### src/rtl/io_frz_pkg.sv
package io_frz_pkg;
  typedef enum logic { OP_FREEZE = 1'b0, OP_THAW = 1'b1 } op_e;
  typedef enum logic [1:0] { PH_A = 2'd0, PH_B = 2'd1, PH_C = 2'd2 } phase_e;
endpackage

### src/rtl/io_frz_gap_timer.sv
module io_frz_gap_timer #(
  parameter int GAP_CYC = 2
) (
  input  logic clk_i,
  input  logic rst_ni,
  input  logic load_i,
  output logic expired_o
);
  localparam int W = (GAP_CYC < 2) ? 1 : $clog2(GAP_CYC);
  localparam logic [W-1:0] LOAD_VAL = W'(GAP_CYC - 1);

  logic [W-1:0] cnt_q;

  always_ff @(posedge clk_i or negedge rst_ni) begin
    if (!rst_ni)            cnt_q <= '0;
    else if (load_i)        cnt_q <= LOAD_VAL;
    else if (cnt_q != '0)   cnt_q <= cnt_q - 1'b1;
  end

  assign expired_o = (cnt_q == '0);

  a_r5_cnt_bound: assert property (@(posedge clk_i) disable iff (!rst_ni)
    cnt_q <= LOAD_VAL);
  a_r5_no_reload_while_counting: assert property (@(posedge clk_i) disable iff (!rst_ni)
    !expired_o |-> !load_i);
endmodule

### src/rtl/io_frz_chan.sv
module io_frz_chan
  import io_frz_pkg::*;
(
  input  logic   clk_i,
  input  logic   rst_ni,
  input  logic   apply_i,
  input  op_e    op_i,
  input  phase_e phase_i,
  output logic   slew_n_o,
  output logic   pullup_n_o,
  output logic   tristate_n_o,
  output logic   bushold_n_o,
  output logic   cfg_done_o,
  output logic   frozen_o
);
  always_ff @(posedge clk_i or negedge rst_ni) begin
    if (!rst_ni) begin
      slew_n_o     <= 1'b0;
      pullup_n_o   <= 1'b0;
      tristate_n_o <= 1'b0;
      bushold_n_o  <= 1'b0;
      cfg_done_o   <= 1'b0;
      frozen_o     <= 1'b1;
    end else if (apply_i) begin
      if (op_i == OP_FREEZE) begin
        case (phase_i)
          PH_A: begin
            slew_n_o     <= 1'b0;
            pullup_n_o   <= 1'b0;
            tristate_n_o <= 1'b0;
          end
          default: begin
            bushold_n_o <= 1'b0;
            cfg_done_o  <= 1'b0;
            frozen_o    <= 1'b1;
          end
        endcase
      end else begin
        case (phase_i)
          PH_A: begin
            bushold_n_o <= 1'b1;
            cfg_done_o  <= 1'b1;
          end
          PH_B: begin
            pullup_n_o   <= 1'b1;
            tristate_n_o <= 1'b1;
          end
          default: begin
            slew_n_o <= 1'b1;
            frozen_o <= 1'b0;
          end
        endcase
      end
    end
  end

  // freeze: bus-hold drops only once drivers are already parked
  a_r3_hold_after_park: assert property (@(posedge clk_i) disable iff (!rst_ni)
    $fell(bushold_n_o) |-> (!slew_n_o && !pullup_n_o && !tristate_n_o));
  // thaw: slew released last
  a_r4_slew_last: assert property (@(posedge clk_i) disable iff (!rst_ni)
    $rose(slew_n_o) |-> (bushold_n_o && pullup_n_o && tristate_n_o && cfg_done_o));
endmodule

### src/rtl/io_freeze_seq.sv
module io_freeze_seq
  import io_frz_pkg::*;
#(
  parameter int NUM_CH        = 3,
  parameter int CLK_PERIOD_NS = 10,
  parameter int GAP_NS        = 20
) (
  input  logic              clk_i,
  input  logic              rst_ni,
  input  logic              freeze_req_i,
  input  logic              thaw_req_i,
  output logic              sw_src_o,
  output logic              busy_o,
  output logic              done_o,
  output logic [NUM_CH-1:0] frozen_o,
  output logic [NUM_CH-1:0] slew_n_o,
  output logic [NUM_CH-1:0] pullup_n_o,
  output logic [NUM_CH-1:0] tristate_n_o,
  output logic [NUM_CH-1:0] bushold_n_o,
  output logic [NUM_CH-1:0] cfg_done_o
);
  localparam int GAP_RAW = (GAP_NS + CLK_PERIOD_NS - 1) / CLK_PERIOD_NS;
  localparam int GAP_CYC = (GAP_RAW < 1) ? 1 : GAP_RAW;
  localparam int CW      = (NUM_CH < 2) ? 1 : $clog2(NUM_CH);
  localparam logic [CW-1:0] LAST_CH = CW'(NUM_CH - 1);

  logic          busy_q, done_q, src_q;
  op_e           op_q;
  phase_e        ph_q;
  logic [CW-1:0] ch_q;
  logic          expired, step, last_ph;
  logic [NUM_CH-1:0] apply;

  assign last_ph = (op_q == OP_FREEZE) ? (ph_q == PH_B) : (ph_q == PH_C);
  assign step    = busy_q && expired;

  io_frz_gap_timer #(.GAP_CYC(GAP_CYC)) u_gap (
    .clk_i     (clk_i),
    .rst_ni    (rst_ni),
    .load_i    (step && !last_ph),
    .expired_o (expired)
  );

  always_ff @(posedge clk_i or negedge rst_ni) begin
    if (!rst_ni) begin
      busy_q <= 1'b0;
      done_q <= 1'b0;
      src_q  <= 1'b0;
      op_q   <= OP_FREEZE;
      ph_q   <= PH_A;
      ch_q   <= '0;
    end else begin
      done_q <= 1'b0;
      if (!busy_q) begin
        if (freeze_req_i || thaw_req_i) begin
          busy_q <= 1'b1;
          src_q  <= 1'b1;
          op_q   <= freeze_req_i ? OP_FREEZE : OP_THAW;
          ph_q   <= PH_A;
          ch_q   <= '0;
        end
      end else if (step) begin
        if (last_ph) begin
          ph_q <= PH_A;
          if (ch_q == LAST_CH) begin
            busy_q <= 1'b0;
            done_q <= 1'b1;
          end else begin
            ch_q <= ch_q + 1'b1;
          end
        end else begin
          ph_q <= phase_e'(ph_q + 2'd1);
        end
      end
    end
  end

  for (genvar c = 0; c < NUM_CH; c++) begin : g_ch
    assign apply[c] = step && (ch_q == CW'(c));
    io_frz_chan u_chan (
      .clk_i        (clk_i),
      .rst_ni       (rst_ni),
      .apply_i      (apply[c]),
      .op_i         (op_q),
      .phase_i      (ph_q),
      .slew_n_o     (slew_n_o[c]),
      .pullup_n_o   (pullup_n_o[c]),
      .tristate_n_o (tristate_n_o[c]),
      .bushold_n_o  (bushold_n_o[c]),
      .cfg_done_o   (cfg_done_o[c]),
      .frozen_o     (frozen_o[c])
    );
  end

  assign sw_src_o = src_q;
  assign busy_o   = busy_q;
  assign done_o   = done_q;

  a_r2_src_sticky: assert property (@(posedge clk_i) disable iff (!rst_ni)
    src_q |=> src_q);
  a_r6_one_channel: assert property (@(posedge clk_i) disable iff (!rst_ni)
    $onehot0(apply));
  a_r7_busy_holds: assert property (@(posedge clk_i) disable iff (!rst_ni)
    (busy_q && !step) |=> busy_q);
  a_r8_done_pulse: assert property (@(posedge clk_i) disable iff (!rst_ni)
    done_q |=> !done_q);
  a_r8_done_ends_busy: assert property (@(posedge clk_i) disable iff (!rst_ni)
    $fell(busy_q) |-> done_q);
endmodule

### config.mk
export PLATFORM = sky130hd
export DESIGN_NAME = io_freeze_seq
export DESIGN_NICKNAME = d
export VERILOG_FILES = /design/src/rtl/io_frz_pkg.sv /design/src/rtl/io_frz_gap_timer.sv /design/src/rtl/io_frz_chan.sv /design/src/rtl/io_freeze_seq.sv
export SDC_FILE = /design/constraint.sdc
export NUM_CORES = 1
export LEC_CHECK = 0
export ABC_AREA = 1
export BUFFER_PORTS_ARGS = -buffer_cell sky130_fd_sc_hd__buf_2
export CORE_ASPECT_RATIO = 1.5
export CORE_UTILIZATION = 40
export CTS_CLUSTER_DIAMETER = 30
export CTS_CLUSTER_SIZE = 25
export DETAILED_ROUTE_END_ITERATION = 8
export PLACE_DENSITY = 0.59
export SETUP_SLACK_MARGIN = 0.5
export SYNTH_ARGS = -nofsm -noshare
export SYNTH_HDL_FRONTEND = slang
export SYNTH_SLANG_ARGS = --single-unit
### constraint.sdc
create_clock -name clk_i -period 1.5 [get_ports clk_i]
set_clock_uncertainty 0.1 [all_clocks]
set_input_delay 0.15 -clock clk_i [delete_from_list [all_inputs] [get_ports clk_i]]
set_output_delay 0.15 -clock clk_i [all_outputs]
set_load 0.01 [all_outputs]
* After elaboration in Yosys (flattened, before gate mapping) *
Cells that the tools add are included.

word-level totals
  memory bits (writable) = 0
  output and inout bits = 21
  input bits = 4
  register bits after elaboration = 21
  bits in read-only memories = 0
  latch bits = 0
  logic and storage cells = 94
  memories kept = 0

operators by class
  add/subtract/negate cells = 3
  reductions and logical operators = 27
  $lt $le $gt $ge = 0
  div/mod/pow operators = 0
  shift-type cells = 0
  bitwise logic cells = 2
  multiply operators = 0
  muxes and demuxes = 32
  equal/unequal tests = 11

operator list
  operator             number
  $reduce_and 3->1     12
  $mux 1               24
  $mux 2               8
  $ne 2x1->1 const B   4
  $ne 2x2->1 const B   3
  $logic_and 1x1->1    5
  $add 2x1->2 const B  2
  $eq 2x1->1 const B   2
  $eq 2x2->1 const B   2
  $logic_not 2->1      2
  $reduce_and 2->1     2
  $reduce_and 4->1     1
  $reduce_bool 2->1    2
  $not 1->1            2
  $reduce_or 2->1      1
  $logic_not 1->1      1
  $logic_or 1x1->1     1
  $sub 1x1->1 const B  1

* Depth between registers and ports, before layout *
  depth after elaboration = 5
  depth in mapped cells = 8
  mapped depth without buffers = 8

* Cells and area by module *
From an unflattened synthesis, not the netlist that was laid out.

second synthesis, totals
  cell total of the unflattened synthesis = 150
  area, all modules = 1153.6 um^2

modules (own cells, without submodules)
  module            area each (um^2)  cells an instance  instances  sequential area each (um^2)
  io_frz_chan       220.2             30                 3          101.3
  io_freeze_seq     464.2             58                 1          200.2
  io_frz_gap_timer  28.8              2                  1          25.0

* Least setup slack after synthesis *
OpenSTA, ideal clock, no wires.

  path type = flip-flop to flip-flop
  start point = register ph_q[0]
  end point = register g_ch[0].u_chan.pullup_n_o
  data required time = 1280 ps
  path buffers = 0
  setup slack = 91 ps
  period minus slack after synthesis = 1409 ps
  stages on the path, launching flop included = 8
  arrival = 1189 ps
  library setup time = 120 ps
  cells stage by stage = dfrtp_1 inv_1 ha_1 inv_2 nor2_1 inv_2 o21ai_1 nand2_1

between the ends
  longest elaborated chain between the ends = 3
  elaborated cells on any way between the ends = 5
  those cells by class = 2 x eq/ne; 3 x reduce/logical

RTL lines
  item                                                       line                                  text
  start, declared                                            io_freeze_seq.sv:29                   phase_e ph_q;
  start signal, assigned                                     io_freeze_seq.sv:72                   ph_q <= phase_e'(ph_q + 2'd1);
  $eq 2x1->1 or $logic_not 2->1 (tied branches)              io_frz_chan.sv:39, io_frz_chan.sv:26
  $ne 2x1->1 (no line) or $reduce_bool 2->1 (tied branches)  -
  $reduce_and 3->1 (no line) (*)                             -
  end signal, assigned                                       io_frz_chan.sv:19                     pullup_n_o <= 1'b0;
  end signal, assigned                                       io_frz_chan.sv:29                     pullup_n_o <= 1'b0;
  end signal, assigned                                       io_frz_chan.sv:45                     pullup_n_o <= 1'b1;
  end, declared                                              io_frz_chan.sv:10                     output logic pullup_n_o,

Every way passes the cells marked *; elsewhere a longest branch is shown, timed or not.
A chain may end at the register's enable or synchronous reset.

* Worst setup path in the final report *
  start point = register ph_q[1]
  end point = register g_ch[1].u_chan.tristate_n_o

between the ends
  longest elaborated chain between the ends = 3
  elaborated cells on any way between the ends = 5
  those cells by class = 2 x eq/ne; 3 x reduce/logical

RTL lines
  item                                                       line                                  text
  $eq 2x1->1 or $logic_not 2->1 (tied branches)              io_frz_chan.sv:39, io_frz_chan.sv:26
  $ne 2x1->1 (no line) or $reduce_bool 2->1 (tied branches)  -
  $reduce_and 3->1 (no line) (*)                             -
  end signal, assigned                                       io_frz_chan.sv:20                     tristate_n_o <= 1'b0;
  end signal, assigned                                       io_frz_chan.sv:30                     tristate_n_o <= 1'b0;
  end signal, assigned                                       io_frz_chan.sv:46                     tristate_n_o <= 1'b1;
  end, declared                                              io_frz_chan.sv:11                     output logic tristate_n_o,

Marks and branches as above.

==> summary.txt <==
Route
  – Overall via count from detail_route: 955
  – Residual antenna-violating net count after detailed routing: 0
  – Final wirelength: 2.56 mm
  – First DRT Iteration DRCs: 7
  – Via density: 4.66
  – Count of unresolved DRC violations after routing: 0
  – Detailed-routing iteration count for the pre-antenna-repair pass: 4
  – Routed length per instance: 12.5 um

Worst setup path
  – Setup crit start kind: flip-flop
  – Critical Path Source: ph_q[1]
  – Critical register-to-register path startpoint: ph_q[1]
  – Worst-path fanout max: 6
  – Kind of end point of the critical path: flip-flop
  – CP Data Arrival Time: 1410 ps
  – Kind of critical path: flip-flop to flip-flop
  – Required arrival time at the worst endpoint: 1550 ps

STA
  – Final WS setup: 143 ps
  – Number of failing setup endpoints in the final timing report: 0
  – Hold_ws: -1.03 ps
  – Final worst path period need: 1360 ps
  – Actual transition at the worst max-transition pin: 467 ps
  – Max-slew violation count: 0
  – Final clock period utilization by the worst path: 0.904
  – Number of endpoints with negative hold slack in the final report: 1
  – Max-Slew Margin vs Limit: 0.689
  – Sum of negative setup slack: 0 ps
  – FMAX: 737 MHz
  – Unrepaired setup endpoints after global routing: true

Synth
  – Fraction of synthesized cell area taken by the top area cell type: 0.378
  – Yosys top cell by area: sky130_fd_sc_hd__dfrtp_1
  – Mean cell area of the mapped netlist: 8.33 um2
  – Cell variety after synth: 20
  – Cells after synthesis: 143
  – Post-synthesis net count: 155
  – Number of flops mapped to enable cells by yosys: 0
  – Synth warn: 0
  – Synthesized flop and latch total: 21
  – Most frequently used cell type in the post-synthesis netlist: sky130_fd_sc_hd__nand2_1
  – Synth top cells by count: sky130_fd_sc_hd__nand2_1 (43), sky130_fd_sc_hd__buf_4 (19), sky130_fd_sc_hd__dfrtp_1 (18)
  – Summed instance area of the synthesized netlist: 1190 um2
  – Sequential fraction of the synthesis area: 0.444
  – Post-synth top flop: sky130_fd_sc_hd__dfrtp_1
  – Leading cell types by total area after synthesis: sky130_fd_sc_hd__dfrtp_1 (38%), sky130_fd_sc_hd__nand2_1 (14%), sky130_fd_sc_hd__buf_4 (12%)
  – Post-synthesis async set-or-reset flop share: 1.00

Cells and area
  – Net count of the finished layout: 181
  – Fill cells: 269
  – Fraction of final layout cells sized beyond drive strength 1: 0.506
  – Non-filler instance count after layout: 205
  – Area growth from synthesis to final layout: 31.9%
  – Antenna diodes: 0

GRT
  – Initial antenna violation count: 0
  – Global-route wire length before repair: 4.35 mm
  – Sum of overflow across all layers after global routing: 0
  – Via count of the first global-routing pass: 1014
  – Total global-route track usage: 0.190
  – Pin count of the biggest net entering global routing: 22

Floorplan
  – Initial cell density of the core: 0.431
  – Core Rows: 23
  – Core area: 2760 um2
  – Chip Width: 46.6 um
  – Top-level I/O count: 25
  – Die area: 3200 um2
  – Vertical extent of the die: 68.8 um

Job
  – Max cap viols: 0

Clocking
  – Maximum level of the CTS H-tree: 1
  – Clk sink count: 21
  – Worst-path clk slew: 80 ps
  – Clock tree from TritonCTS: done
  – Latest clock arrival within the worst-skew pair: 260 ps
  – Cts bufs inserted: 3
  – Clock root cell: sky130_fd_sc_hd__clkbuf_8
  – Max Buffers Root-to-Sink: 2

Place
  – GP Congestion: 0.818
  – Detail Placement HPWL: 1.71 mm
  – Buffers added on ports: 24
  – Worst Setup Slack post-DPL: 117 ps
  – Total instance count after detailed placement: 185

Pwr
  – Clk network pwr share: 0.102
  – Share of power burned in combinational logic: 0.607
  – Peak supply drop: 1290 uV
  – Areal power density over the cells: 2310 nW/um2
  – Reported net switching power: 0.00165 W
  – Relative contribution of sequential cells to total power: 0.290
  – Static leakage: 0.815 nW
  – Fraction of power spent switching nets: 0.453
  – P_int: 0.00199 W

Run status
  – Result of the run: finished with violations
  – Violated checks: hold timing

Min path
  – Path category of the worst min-delay check: input pin to flip-flop
  – Launch instance of the worst min-delay path: freeze_req_i
==> worst paths after layout <==
| path | to | slack [ps] | depth (start not counted) |
|---|---|---|---|
| worst min-delay path | op_q | -1 | 2 |
| min in group asynchronous | ph_q[1] | 270 | 2 |
| worst max-delay path | g_ch[1].u_chan.tristate_n_o | 140 | 7 |
| worst max register to register | g_ch[1].u_chan.tristate_n_o | 140 | 7 |
| worst min register to register | sw_src_o | 370 | 2 |
| max in group asynchronous | g_ch[0].u_chan.frozen_o | 680 | 2 |
==> metal layers <==
layer / GRT usage / wire length, um
met3: 0.0234 / 50
met5: 0 / 0
met1: 0.209 / 993
met2: 0.354 / 1470
met4: 0.0662 / 38
==> stage by stage <==
step           utilization  power [W]  instance area [um2]  hold WS, ps
3_3_place_gp         0.449    0.00247                 1240         27.6
5_1_grt              0.569    0.00396                 1570         9.26
6_report             0.569    0.00363                 1570        -1.03
3_5_place_dp         0.449    0.00252                 1240         36.7
4_1_cts              0.526    0.00331                 1450         17.5
2_1_floorplan            -    0.00232                 1220         -246
==> sequential cells by signal, indices dropped and copies added, names as in the netlist <==
register / flops
g_ch.u_chan.bushold_n_o: 3
g_ch.u_chan.frozen_o: 3
g_ch.u_chan.slew_n_o: 3
ch_q: 2
g_ch.u_chan.pullup_n_o: 2
ph_q: 2
busy_o: 1
done_o: 1
g_ch.u_chan.tristate_n_o: 1
op_q: 1
sw_src_o: 1
u_gap.cnt_q: 1
==> placed cells by master (no fill, tap or decap), drive strengths merged <==
cell type / Yosys / final
nand2: 45 / 45
buf: 19 / 39
dfrtp: 18 / 18
inv: 16 / 16
o21ai: 13 / 13
nor2: 10 / 10
ha: 8 / 8
nand3: 6 / 6
clkbuf: 0 / 3
dfstp: 3 / 3
and2: 1 / 1
nor3: 1 / 1
nand4: 1 / 1
a21oi: 1 / 1
o22ai: 1 / 1
clkinv: 0 / 1
dlygate4sd3: 0 / 1
==> cell type report <==
cell class	instances	area, um2	area share
Clock inverter	1	5.00	0.00318
Sequential cell	21	533	0.339
Timing Repair Buffer	40	274	0.174
Tap cell	37	46.3	0.0295
Inverter	16	70.1	0.0446
Multi-Input combinational cell	87	602	0.383
Clock buffer	3	41.3	0.0263
==> critical path: stages (launching register included) <==
cell and delay (ps):
sky130_fd_sc_hd__dfrtp_1 410, sky130_fd_sc_hd__inv_2 130, sky130_fd_sc_hd__ha_4 190, sky130_fd_sc_hd__inv_4 40, sky130_fd_sc_hd__nor2_4 120, sky130_fd_sc_hd__inv_4 80
sky130_fd_sc_hd__o21ai_2 120, sky130_fd_sc_hd__nand2_1 60
==> power groups by stage <==
stage               clock network (W)  logic, W  registers [W]
floorplan                           0   0.00135       0.000971
global placement                    0   0.00146        0.00101
detailed placement                  0   0.00149        0.00103
CTS                          0.000384   0.00189        0.00104
global route                 0.000410   0.00246        0.00109
finish                       0.000371   0.00221        0.00106
==> logic make-up (layout without fill, tap and decap cells) <==
| logic type | count (synthesis) | count (layout) | synth area share |
|---|---|---|---|
| and+or+nand+nor | 64 | 64 | 0.234 |
| DFF | 21 | 21 | 0.444 |
| AOI/OAI and AO/OA | 15 | 15 | 0.0672 |
| buffers and inverters | 35 | 60 | 0.170 |
| adders and majority gates | 8 | 8 | 0.0840 |
==> timing repair <==
item	CTS	global route
hold buffers	1	0
hold endpoints to repair	18	0
setup endpoints to repair	40	41
setup buffers	9	6
gates resized for setup	22	18
pin swaps	10	5
gates cloned	0	0
(Power assumes the default switching activity.)
